$ cat src/rtl/dfi_upd_pkg.sv
package dfi_upd_pkg;

  typedef enum logic {
    HS_IDLE   = 1'b0,
    HS_ACTIVE = 1'b1
  } hs_state_e;

  // Trigger sources for one handshake
  typedef struct packed {
    logic pre;   // before self-refresh exit
    logic post;  // after self-refresh exit
    logic gen;   // periodic timer or software
  } upd_src_t;

endpackage

$ cat src/rtl/dfi_upd_interval.sv
module dfi_upd_interval #(
  parameter int unsigned INTERVAL = 4096
) (
  input  logic clk,
  input  logic rst,
  input  logic en_i,
  output logic tick_o
);
  localparam int unsigned TMW = (INTERVAL > 2) ? $clog2(INTERVAL) : 1;
  localparam logic [TMW-1:0] LAST = TMW'(INTERVAL - 1);

  logic [TMW-1:0] tmr_q;

  assign tick_o = en_i && (tmr_q == LAST);

  always_ff @(posedge clk) begin
    if (rst || !en_i) begin
      tmr_q <= '0;
    end else if (tmr_q == LAST) begin
      tmr_q <= '0;
    end else begin
      tmr_q <= tmr_q + 1'b1;
    end
  end

  AST_TICK_SPACING: assert property (@(posedge clk) disable iff (rst)
    tick_o |=> !tick_o);

endmodule

$ cat src/rtl/dfi_upd_handshake.sv
module dfi_upd_handshake
  import dfi_upd_pkg::*;
#(
  parameter int TW = 10
) (
  input  logic          clk,
  input  logic          rst,
  input  logic          start_i,
  input  logic          ack_i,
  input  logic [TW-1:0] t_min_i,
  input  logic [TW-1:0] t_max_i,
  output logic          req_o,
  output logic          done_o,
  output logic          timeout_o
);
  localparam int CW = TW + 2;

  hs_state_e     state_q;
  logic [CW-1:0] cnt_q;
  logic          acked_q;
  logic          timeout_q;

  logic [CW-1:0] lo, hi, lo2;
  logic          in_win, acked_now, at_max, finish;

  always_comb begin
    lo        = CW'(t_min_i);
    hi        = CW'(t_max_i);
    lo2       = lo + CW'(2);
    in_win    = ack_i && (cnt_q <= lo);
    acked_now = acked_q || in_win;
    at_max    = cnt_q >= hi;
    finish    = (state_q == HS_ACTIVE) &&
                (at_max || (acked_now ? (!ack_i && (cnt_q >= lo))
                                      : (cnt_q >= lo2)));
  end

  always_ff @(posedge clk) begin
    if (rst) begin
      state_q   <= HS_IDLE;
      cnt_q     <= '0;
      acked_q   <= 1'b0;
      timeout_q <= 1'b0;
    end else begin
      timeout_q <= finish && !acked_now;
      case (state_q)
        HS_IDLE: begin
          if (start_i) begin
            state_q <= HS_ACTIVE;
            cnt_q   <= CW'(1);
            acked_q <= 1'b0;
          end
        end
        default: begin
          if (finish) begin
            state_q <= HS_IDLE;
            cnt_q   <= '0;
            acked_q <= 1'b0;
          end else begin
            cnt_q   <= cnt_q + 1'b1;
            acked_q <= acked_now;
          end
        end
      endcase
    end
  end

  assign req_o     = (state_q == HS_ACTIVE);
  assign done_o    = finish;
  assign timeout_o = timeout_q;

  AST_TIMEOUT_AFTER_FALL: assert property (@(posedge clk) disable iff (rst)
    timeout_q |-> (!req_o && $past(req_o)));
  AST_TIMEOUT_LEN: assert property (@(posedge clk) disable iff (rst)
    (timeout_q && (hi >= lo2)) |-> ($past(cnt_q) == lo2));
  AST_REQ_MAX: assert property (@(posedge clk) disable iff (rst)
    req_o |-> (cnt_q <= hi));
  AST_MIN_HOLD: assert property (@(posedge clk) disable iff (rst)
    $fell(req_o) |-> (($past(cnt_q) >= lo) || ($past(cnt_q) >= hi)));

endmodule

$ cat src/rtl/dfi_upd_source.sv
module dfi_upd_source
  import dfi_upd_pkg::*;
(
  input  logic clk,
  input  logic rst,
  input  logic dis_srx_i,
  input  logic pre_srx_i,
  input  logic gen_i,
  input  logic srx_exit_req_i,
  input  logic srx_done_i,
  input  logic busy_i,
  input  logic hs_done_i,
  output logic start_o,
  output logic srx_ready_o
);
  upd_src_t new_src, pend_q, want;
  logic     serving_pre_q;
  logic     srx_ready_q;

  always_comb begin
    new_src.gen  = gen_i;
    new_src.pre  = srx_exit_req_i && !dis_srx_i && pre_srx_i;
    new_src.post = srx_done_i && !dis_srx_i && !pre_srx_i;
    want         = pend_q | new_src;
    start_o      = !busy_i && (|want);
  end

  always_ff @(posedge clk) begin
    if (rst) begin
      pend_q        <= '0;
      serving_pre_q <= 1'b0;
      srx_ready_q   <= 1'b1;
    end else begin
      if (start_o) begin
        pend_q        <= '0;
        serving_pre_q <= want.pre;
      end else begin
        pend_q <= want;
        if (hs_done_i) serving_pre_q <= 1'b0;
      end
      if (new_src.pre) begin
        srx_ready_q <= 1'b0;
      end else if (hs_done_i && serving_pre_q && !pend_q.pre) begin
        srx_ready_q <= 1'b1;
      end
    end
  end

  assign srx_ready_o = srx_ready_q;

  AST_READY_FALL_CAUSE: assert property (@(posedge clk) disable iff (rst)
    $fell(srx_ready_o) |-> $past(srx_exit_req_i && !dis_srx_i && pre_srx_i));
  AST_READY_RISE_AT_END: assert property (@(posedge clk) disable iff (rst)
    $rose(srx_ready_o) |-> $past(hs_done_i));

endmodule

$ cat src/rtl/dfi_upd_seq.sv
module dfi_upd_seq
  import dfi_upd_pkg::*;
#(
  parameter int unsigned UPD_INTERVAL = 4096,
  parameter int          TW           = 10
) (
  input  logic          clk,
  input  logic          rst,
  input  logic          cfg_dis_auto,
  input  logic          cfg_dis_srx_upd,
  input  logic          cfg_pre_srx,
  input  logic [TW-1:0] cfg_t_min,
  input  logic [TW-1:0] cfg_t_max,
  input  logic          sw_upd,
  input  logic          srx_exit_req,
  input  logic          srx_done,
  input  logic          phy_ack,
  output logic          upd_req,
  output logic          upd_timeout,
  output logic          srx_ready
);
  logic tick, gen, start, hs_done, req_int;

  dfi_upd_interval #(.INTERVAL(UPD_INTERVAL)) u_interval (
    .clk    (clk),
    .rst    (rst),
    .en_i   (!cfg_dis_auto),
    .tick_o (tick)
  );

  assign gen = tick || sw_upd;

  dfi_upd_source u_source (
    .clk            (clk),
    .rst            (rst),
    .dis_srx_i      (cfg_dis_srx_upd),
    .pre_srx_i      (cfg_pre_srx),
    .gen_i          (gen),
    .srx_exit_req_i (srx_exit_req),
    .srx_done_i     (srx_done),
    .busy_i         (req_int),
    .hs_done_i      (hs_done),
    .start_o        (start),
    .srx_ready_o    (srx_ready)
  );

  dfi_upd_handshake #(.TW(TW)) u_handshake (
    .clk       (clk),
    .rst       (rst),
    .start_i   (start),
    .ack_i     (phy_ack),
    .t_min_i   (cfg_t_min),
    .t_max_i   (cfg_t_max),
    .req_o     (req_int),
    .done_o    (hs_done),
    .timeout_o (upd_timeout)
  );

  assign upd_req = req_int;

  AST_SW_START: assert property (@(posedge clk) disable iff (rst)
    (sw_upd && !upd_req) |=> upd_req);
  AST_POST_SRX_START: assert property (@(posedge clk) disable iff (rst)
    (srx_done && !cfg_dis_srx_upd && !cfg_pre_srx && !upd_req) |=> upd_req);
  AST_SRX_DISABLED_READY: assert property (@(posedge clk) disable iff (rst)
    (cfg_dis_srx_upd && $past(cfg_dis_srx_upd) && $past(srx_ready)) |-> srx_ready);

endmodule

$ cat config.mk
export PLATFORM = sky130hd
export DESIGN_NAME = dfi_upd_seq
export DESIGN_NICKNAME = d
export VERILOG_FILES = /design/src/rtl/dfi_upd_pkg.sv /design/src/rtl/dfi_upd_interval.sv /design/src/rtl/dfi_upd_handshake.sv /design/src/rtl/dfi_upd_source.sv /design/src/rtl/dfi_upd_seq.sv
export SDC_FILE = /design/constraint.sdc
export NUM_CORES = 1
export LEC_CHECK = 0
export CAP_MARGIN = 40
export CORE_MARGIN = 2
export CORE_UTILIZATION = 55
export CTS_BUF_LIST = sky130_fd_sc_hd__clkbuf_8 sky130_fd_sc_hd__clkbuf_16
export DETAILED_ROUTE_END_ITERATION = 16
export GPL_TIMING_DRIVEN = 0
export HOLD_SLACK_MARGIN = 0.15
export PLACE_DENSITY_LB_ADDON = 0.12
export RECOVER_POWER = 100
export REMOVE_ABC_BUFFERS = 1
export SETUP_SLACK_MARGIN = 0.15
export SLEW_MARGIN = 15
export SYNTH_ARGS = -nofsm -noshare
export SYNTH_HDL_FRONTEND = slang
export SYNTH_HIERARCHICAL = 1
export SYNTH_SLANG_ARGS = --single-unit
$ cat constraint.sdc
create_clock -name clk -period 4.7 [get_ports clk]
set_input_delay 0.94 -clock clk [delete_from_list [all_inputs] [get_ports clk]]
set_output_delay 0.94 -clock clk [all_outputs]
set_load 0.02 [all_outputs]
# Word-level counts from Yosys, hierarchy flattened
# Cells that the tools add are included.
dict set report op_classes {
  n_bitwise 1
  shifts 0
  eq_ne 1
  reduce_logical 29
  n_mux 14
  div 0
  n_lt_le_gt_ge 4
  mul 0
  add_sub_neg 3
}
# cell count
set ops {}
lappend ops {{12-bit two-way mux} 3}
lappend ops {{12-bit by 1-bit adder with 12-bit output (second input constant)} 2}
lappend ops {{12-bit by 10-bit >= comparator with 1-bit output} 2}
lappend ops {{12-bit equality test (second input constant)} 1}
lappend ops {{12-bit >= comparator} 1}
lappend ops {{12-bit by 10-bit less-or-equal comparator with 1-bit output} 1}
lappend ops {{1-bit logical AND} 12}
lappend ops {{10-bit by 2-bit adder with 11-bit output (second input constant)} 1}
lappend ops {{1-bit two-way mux} 11}
lappend ops {{1-bit zero test} 7}
lappend ops {{2-bit nonzero test} 3}
lappend ops {{1-bit logical OR} 4}
lappend ops {{2-bit OR reduction} 2}
lappend ops {{3-bit OR} 1}
lappend ops {{3-bit OR reduction} 1}
dict set report word_totals {
  ram_bits 0
  n_memories 0
  rom_bits 0
  word_cells 62
  latchBits 0
  out_inout_bits 3
  input_bits 29
  ff_bits 32
}

# Longest topological paths before layout
# Gate-level depths: netlist of the first run.
dict set report depth {
  depth_word 10
  depth_mapped 14
}

# Modules after synthesis
# Netlist of the first run, hierarchy kept.
# module cells_per_inst seq_area_each_um2 n_inst area_per_inst_um2
set modules_own_cells {}
lappend modules_own_cells {dfi_upd_handshake 201 300.3 1 1597.8}
lappend modules_own_cells {dfi_upd_interval 64 240.2 1 579.3}
lappend modules_own_cells {dfi_upd_source 24 100.1 1 210.2}
lappend modules_own_cells {dfi_upd_seq 2 0.0 1 10.0}

# Worst setup path after synthesis of the first run
# No wires, ideal clock.
dict set report synth_timing {
  path_type {in2reg}
  start {in cfg_t_min[2]}
  end {reg u_source.serving_pre_q}
  t_required_ps 4584
  path_stages 12
  n_path_buf 0
  t_arrival_ps 3502
  setup_ps 116
  setup_slack_ps 1082
  cell_sequence {clkinv_1 -> nor3_1 -> nand3_1 -> xnor2_1 -> ha_1 -> nand3_1 -> o41ai_1 -> a211oi_1 -> nor2b_1 -> nand2b_1 -> or3b_1 -> o211a_1}
}
dict set report synth_between {
  elab_chain_len 7
}
# element line_no
set synth_lines {}
lappend synth_lines {{from (decl)} dfi_upd_seq.sv:12} ;# input logic [TW-1:0] cfg_t_min,
lappend synth_lines {{parallel branches: the longest is 3 deep, another holds 12-bit >= comparator} n/a}
lappend synth_lines {{1-bit two-way mux (*)} dfi_upd_handshake.sv:34} ;# (at_max || (acked_now ? (!ack_i && (cnt_q >= lo))
lappend synth_lines {{1-bit logical OR (*)} dfi_upd_handshake.sv:34}
lappend synth_lines {{1-bit logical AND (*)} dfi_upd_handshake.sv:33} ;# finish = (state_q == HS_ACTIVE) &&
lappend synth_lines {{net hs_done} dfi_upd_seq.sv:22} ;# logic tick, gen, start, hs_done, req_int;
lappend synth_lines {{2-bit nonzero test (no source line) (*)} n/a}
lappend synth_lines {{to (signal assigned)} dfi_upd_source.sv:36} ;# serving_pre_q <= want.pre;
lappend synth_lines {{to (decl)} dfi_upd_source.sv:17} ;# logic serving_pre_q;
# Mark *: on every way through the listed nets, which the timed path passes.
# A chain may end at the register's enable or synchronous reset.

# Worst setup path in the final report of the first run
dict set report layout_timing {
  start {in cfg_t_min[1]}
  end {reg u_handshake.cnt_q[10]}
}
dict set report layout_between {
  elab_chain_len 8
}
# element line_no
set layout_lines {}
lappend layout_lines {{parallel branches: the longest is 3 deep, another holds 12-bit >= comparator} n/a}
lappend layout_lines {{1-bit two-way mux (*)} dfi_upd_handshake.sv:34}
lappend layout_lines {{1-bit logical OR (*)} dfi_upd_handshake.sv:34}
lappend layout_lines {{1-bit logical AND (*)} dfi_upd_handshake.sv:33}
lappend layout_lines {{12-bit two-way mux (*)} dfi_upd_handshake.sv:55} ;# if (finish) begin
lappend layout_lines {{12-bit two-way mux (*)} dfi_upd_handshake.sv:46} ;# case (state_q)
lappend layout_lines {{to (signal assigned)} dfi_upd_handshake.sv:60} ;# cnt_q <= cnt_q + 1'b1;
lappend layout_lines {{to (decl)} dfi_upd_handshake.sv:19} ;# logic [CW-1:0] cnt_q;
# Mark *: on every way between the ends.

==> metrics.txt, run 1 <==
CP Data Arrival Time=4580 ps; initial antenna violation count=0; routability cong.=0.778; crit path max fanout=15; post-synthesis async set-or-reset flop share=0%; cell taking the most area after synthesis=dfxtp_1; Crit-path slowest cell=a2111oi_4; Post-Route WL=4930 um; Area growth syn-to-layout=19.2%; routed via count=2166; synth top area cells=dfxtp_1, ha_1, nand3_1; DP Wirelength=3850 um; Avg Cell Area, Syn=8.24 sq um; CTS Root Cell=clkbuf_8; Commonest cells post-synth=ha_1, dfxtp_1, inv_1; Final Net Count=389; Multi-input gate area=1640 sq um; outcome=completed; clock latency on the worst-skew pair=280 ps; critical path class=in2reg; min Tclk post-route=4360 ps; first-pass GRT wire length=8730 um; Fill cells=364; critical path data required time=4920 ps; port bufs=31; drt first-iter violations=77; Yosys cell types=56; antenna-violating nets left=0; Reg area=641 sq um; die height=70.0 um; clock skew=6.03 ps; crit-path max cell delay=770 ps; register area share after synthesis=26.7%; Critical R2R Launch=u_handshake/cnt_q[7]; first drt pass iteration count=4; die width=70.0 um; Synth Register Bits=32; DRC Markers=0; Critical Path End Type=flip-flop; P per Cell Area=215 nW/um^2; Slew HR=28.0%; area of the die=4900 sq um; max-cap viol count=0; WL per Instance=13.0 um; number of top-level pins=32; Fin Hold WS=465 ps; clock buffer count from CTS=5; Final Max Slew Viols=0; final setup vio count=0; vias in the first global route=2071; H-tree Lvls=2; GRT Util Overall=21.7%; worst-margin pin slew=1070 ps; Clock Sinks=32; CP startpoint=cfg_t_min[1]; pin count of the biggest net entering global routing=16; total grt overflow=0; DR vias/cell=5.70; Mapped Area=2400 sq um; cts hold-fix bufs=0; top-count cell post-synth=ha_1; Initial Util=56.2%; Core Box Area=4260 sq um; maximum vdd drop=0.222 mV; Hold WC Path Type=reg2reg; Rows=24; clock slew at reported path FFs=70 ps; Tcrit/Tclk final=92.7%; Synth top area share=26.7%; Main synth FF type=dfxtp_1; Min-Delay Startpoint=u_interval/tmr_q[0]; Fmax=229 MHz; leak pwr=1.25 nW; fin util=67.0%; YS warnings=6; Synth Instances=291; share of cells above drive strength 1=5.79%; CTS tree=done; Post-synth EDFFs=0; Fin. Hold Viols=0; Setup TNS=0 ps; Max Root-Sink Buffers=2; CP Launch Type=primary input; RSZ-0062 raised after global routing=false; # diodes=0; critical path cell sequence=dlygate4sd3_1, ha_1, nand4_1, nor4_1, xnor2_1, ha_1, a21o_1, a211o_1, a41oi_2, o41ai_2, a2111oi_4, nand4_1, nand2_1
[power by group]
group / switching, W / internal [W] / leakage (nW)
Combinational: 0.0000550 / 0.0000560 / 0.947
Sequential: 0.00000877 / 0.000278 / 0.259
Clock: 0.0000993 / 0.000117 / 0.0486
[path summary, 6_finish.rpt]
path | end | slack, ps | cells past startpoint
max | u_handshake/cnt_q[10] | 340 | 13
min | u_interval/tmr_q[0] | 460 | 1
max reg2reg | u_source/serving_pre_q | 1800 | 10
min reg2reg | u_interval/tmr_q[0] | 460 | 1
[stage by stage]
step                      area (sq um)  power, W  instances  setup WS [ps]
after floorplan                   2380  0.000358        288           1080
after global placement            2750  0.000402        371           24.3
after detailed placement          2760  0.000405        372           87.5
after CTS                         2850  0.000620        380            345
after global routing              2860  0.000647        380            126
final                             2860  0.000614        380            342
[placed cells by master, fill, tap and decap left out, types with 5 or more instances in the layout]
cell / count
o21ai_0: 10
nand2b_1: 7
inv_1: 28
nand3_1: 23
ha_1: 33
a21oi_1: 21
xnor2_1: 9
clkdlybuf4s50_1: 26
clkbuf_8: 6
nor2b_1: 6
nand4_1: 7
nor2_1: 21
dlygate4sd3_1: 5
nor3_1: 7
dfxtp_1: 32
and3_1: 6
nand2_1: 18
[layout make-up]
cell class              count  area share, %
repair buffers             32           11.0
multi-input cells         228           57.4
clock buffers               6           2.89
well taps                  52           2.28
flip-flops and latches     32           22.4
clock inverters             2          0.394
inverters                  28           3.68
[sequential cells by signal (all words and copies together), names as in the netlist]
register,cells
u_source/pend_q,3
u_handshake/cnt_q,12
u_source/serving_pre_q,1
u_handshake/req_o,1
u_handshake/timeout_o,1
u_interval/tmr_q,12
u_source/srx_ready_o,1
u_handshake/acked_q,1
[per-layer routing]
| metal | global-route usage [%] | up-vias | part of all wire (%) |
|---|---|---|---|
| met5 | 0 | - | 0 |
| met4 | 10.0 | 0 | 3.1 |
| met3 | 4.33 | 14 | 3.7 |
| met2 | 36.8 | 42 | 45 |
| met1 | 26.3 | 980 | 48 |
| li1 | - | 1130 | - |
[critical path: cells and delay by family]
kind	cells	cell delay [ps]
XOR/XNOR	1	160
AO/OA/AOI/OAI	5	1550
adder cells (fa/ha/maj)	2	520
AND/OR/NAND/NOR	4	780
buffers and inverters	1	610
[cells by family (layout without fill, tap and decap cells)]
family	after synthesis	in the layout	share of synthesized area, %
and+or+nand+nor	120	120	27.8
AOI/OAI and AO/OA	62	62	18.3
buffers and inverters	31	68	5.17
DFF	32	32	26.7
adders and majority gates	33	33	17.2
muxes	1	1	0.418
xor gates and xnor gates	12	12	4.38
[repair_timing]
action | in CTS | in global routing
setup endpoints to repair | 0 | 6
resized for setup | 0 | 2
buffers inserted | 0 | 0
endpoints found under the hold margin | 0 | 0
(Power assumes the default switching activity.)
==> inputs of run 2 (changes only) <==
- CORE_ASPECT_RATIO: default -> 0.75
- PLACE_DENSITY_LB_ADDON: 0.12 -> 0.2
==> metrics.txt, run 2 (synthesis gave the netlist of run 1 again) <==
crit path max fanout=4 (-11); leak pwr=1.28 nW (+1.7%); Min-Delay Startpoint=u_interval/tmr_q[0]; Clock Sinks=32 (unchanged); critical path class=in2reg; design area=2880 sq um (+0.74%); die height=61.2 um (-13%); worst-margin pin slew=1080 ps (+12.4 ps); critical path data required time=4920 ps (about the same); die width=80.2 um (+15%); Core Box Area=4130 sq um (-3.2%); DR vias/cell=5.61 (-1.6%); max-cap viol count=0 (unchanged); P per Cell Area=212 nW/um^2 (-1.1%); Fmax=236 MHz (+2.9%); Post-Route WL=4940 um (+0.22%); Max Root-Sink Buffers=2 (unchanged); R2R setup slack=1730 ps (-70 ps); Slew HR=27.1% (-0.83 points); first-pass GRT wire length=8960 um (+2.6%); Fin. Hold Viols=0 (unchanged); Area growth syn-to-layout=20.1%; # diodes=0 (unchanged); Final Net Count=391 (+0.51%); final setup vio count=0 (unchanged); Initial Util=58.1% (+1.8 points); Worst R2R End=u_source/serving_pre_q; total grt overflow=0 (unchanged); GRT Util Overall=23.2% (+1.5 points); WL per Instance=12.8 um (-1.1%); Final Max Slew Viols=0 (unchanged); maximum vdd drop=0.198 mV (-11%); H-tree Lvls=2 (unchanged); drt first-iter violations=173 (+120%); clock latency on the worst-skew pair=280 ps (about the same); min Tclk post-route=4240 ps (-123 ps); Rows=20 (-17%); DP Wirelength=3850 um (about the same); Setup TNS=0 ps (unchanged); number of top-level pins=32 (unchanged); most common cell after layout, fill and taps aside=ha_1; clock skew=3.25 ps (-2.78 ps); Largest regs=u_handshake/cnt_q: 12 flops, u_interval/tmr_q: 12 flops, u_source/pend_q: 3 flops; antenna-violating nets left=0 (unchanged); reg2reg path depth=10 (unchanged); Worst Slack Setup Final=464 ps (+123 ps); cts hold-fix bufs=0 (unchanged); CTS tree=done; CP Data Arrival Time=4460 ps (-120 ps); DRC Markers=0 (unchanged); routed via count=2160 (-0.28%); initial antenna violation count=0 (unchanged); share of cells above drive strength 1=6.67% (+0.87 points); Min-Delay Endpoint=u_interval/tmr_q[0]; area of the die=4910 sq um (+0.11%); CTS Root Cell=clkbuf_8; Placed Area=2760 sq um (+0.14%); RSZ-0062 raised after global routing=false; Hold WC Path Type=reg2reg; Setup WS pre-CTS=13.3 ps (-74.2 ps); clock slew at reported path FFs=60 ps (about the same); most frequent cells in the layout=ha_1, dfxtp_1, inv_1; vias in the first global route=1988 (-4.0%); routability cong.=0.820 (+5.4%); Tcrit/Tclk final=90.1% (-2.6 points); port bufs=31 (unchanged); Hold Path Depth=1 (unchanged); pin count of the biggest net entering global routing=16 (unchanged); outcome=completed; clock buffer count from CTS=5 (unchanged); Critical Path End Type=flip-flop; first drt pass iteration count=4 (unchanged); Critical R2R Launch=u_handshake/cnt_q[8]; CP Launch Type=primary input
==> run 2: critical path: stages <==
cell and delay, ps:
dlygate4sd3_1 600, ha_1 230, nand4_1 180, nor4_1 290
xnor2_1 180, ha_1 290, a21o_1 170, a211o_1 290
a41oi_2 180, o41ai_2 150, a211oi_2 390, nor2b_1 110
nand2b_1 170, or3b_1 160, o211a_1 130
==> run 2: power by group <==
group	total, W	leakage, nW	switching, W	internal [W]
sequential	0.000287	0.259	0.00000938	0.000278
clock	0.000209	0.0538	0.0000941	0.000115
combinational	0.000115	0.963	0.0000571	0.0000583
==> run 2: per-stage QoR <==
| step | hold WS [ps] | total power, W | utilization (%) | std cells |
|---|---|---|---|---|
| after floorplan | 426 | 0.000358 | - | 288 |
| after global placement | 437 | 0.000402 | 66.8 | 374 |
| after detailed placement | 450 | 0.000405 | 66.9 | 375 |
| after CTS | 466 | 0.000617 | 69.1 | 383 |
| after global routing | 494 | 0.000644 | 69.7 | 385 |
| final | 465 | 0.000612 | 69.7 | 385 |
==> run 2: worst max-delay path by stage <==
stage	startpoint	to	slack, ps	cells after the start
2_1_floorplan	cfg_t_min[2]	u_source/serving_pre_q	1080	12
3_3_place_gp	cfg_t_min[3]	u_source/serving_pre_q	20	13
3_5_place_dp	cfg_t_min[3]	u_source/serving_pre_q	10	13
4_1_cts	cfg_t_min[3]	u_source/serving_pre_q	290	13
5_1_grt	cfg_t_min[1]	u_source/serving_pre_q	160	15
6_report	cfg_t_min[1]	u_source/serving_pre_q	460	15
==> run 2: final cells by class <==
cell class                      instances  area, sq um
Multi-Input combinational cell        228         1640
Fill cell                             348         1250
Sequential cell                        32          641
Timing Repair Buffer                   34          330
Inverter                               28          105
Clock buffer                            6         82.6
Tap cell                               55         68.8
Clock inverter                          2         7.51
==> run 2: layer usage <==
metal  wire length, um  global-route usage [%]  vias up
li1                  -                       -     1135
met1              2680                    34.0      963
met3               245                    5.87        2
met2              1980                    34.8       60
met4                27                    4.84        0
met5                 0                       0        -
==> run 2: repair_timing <==
action | in CTS | in global routing
endpoints found under the setup margin | 0 | 9
buffers inserted | 0 | 2
gates resized for setup | 0 | 3
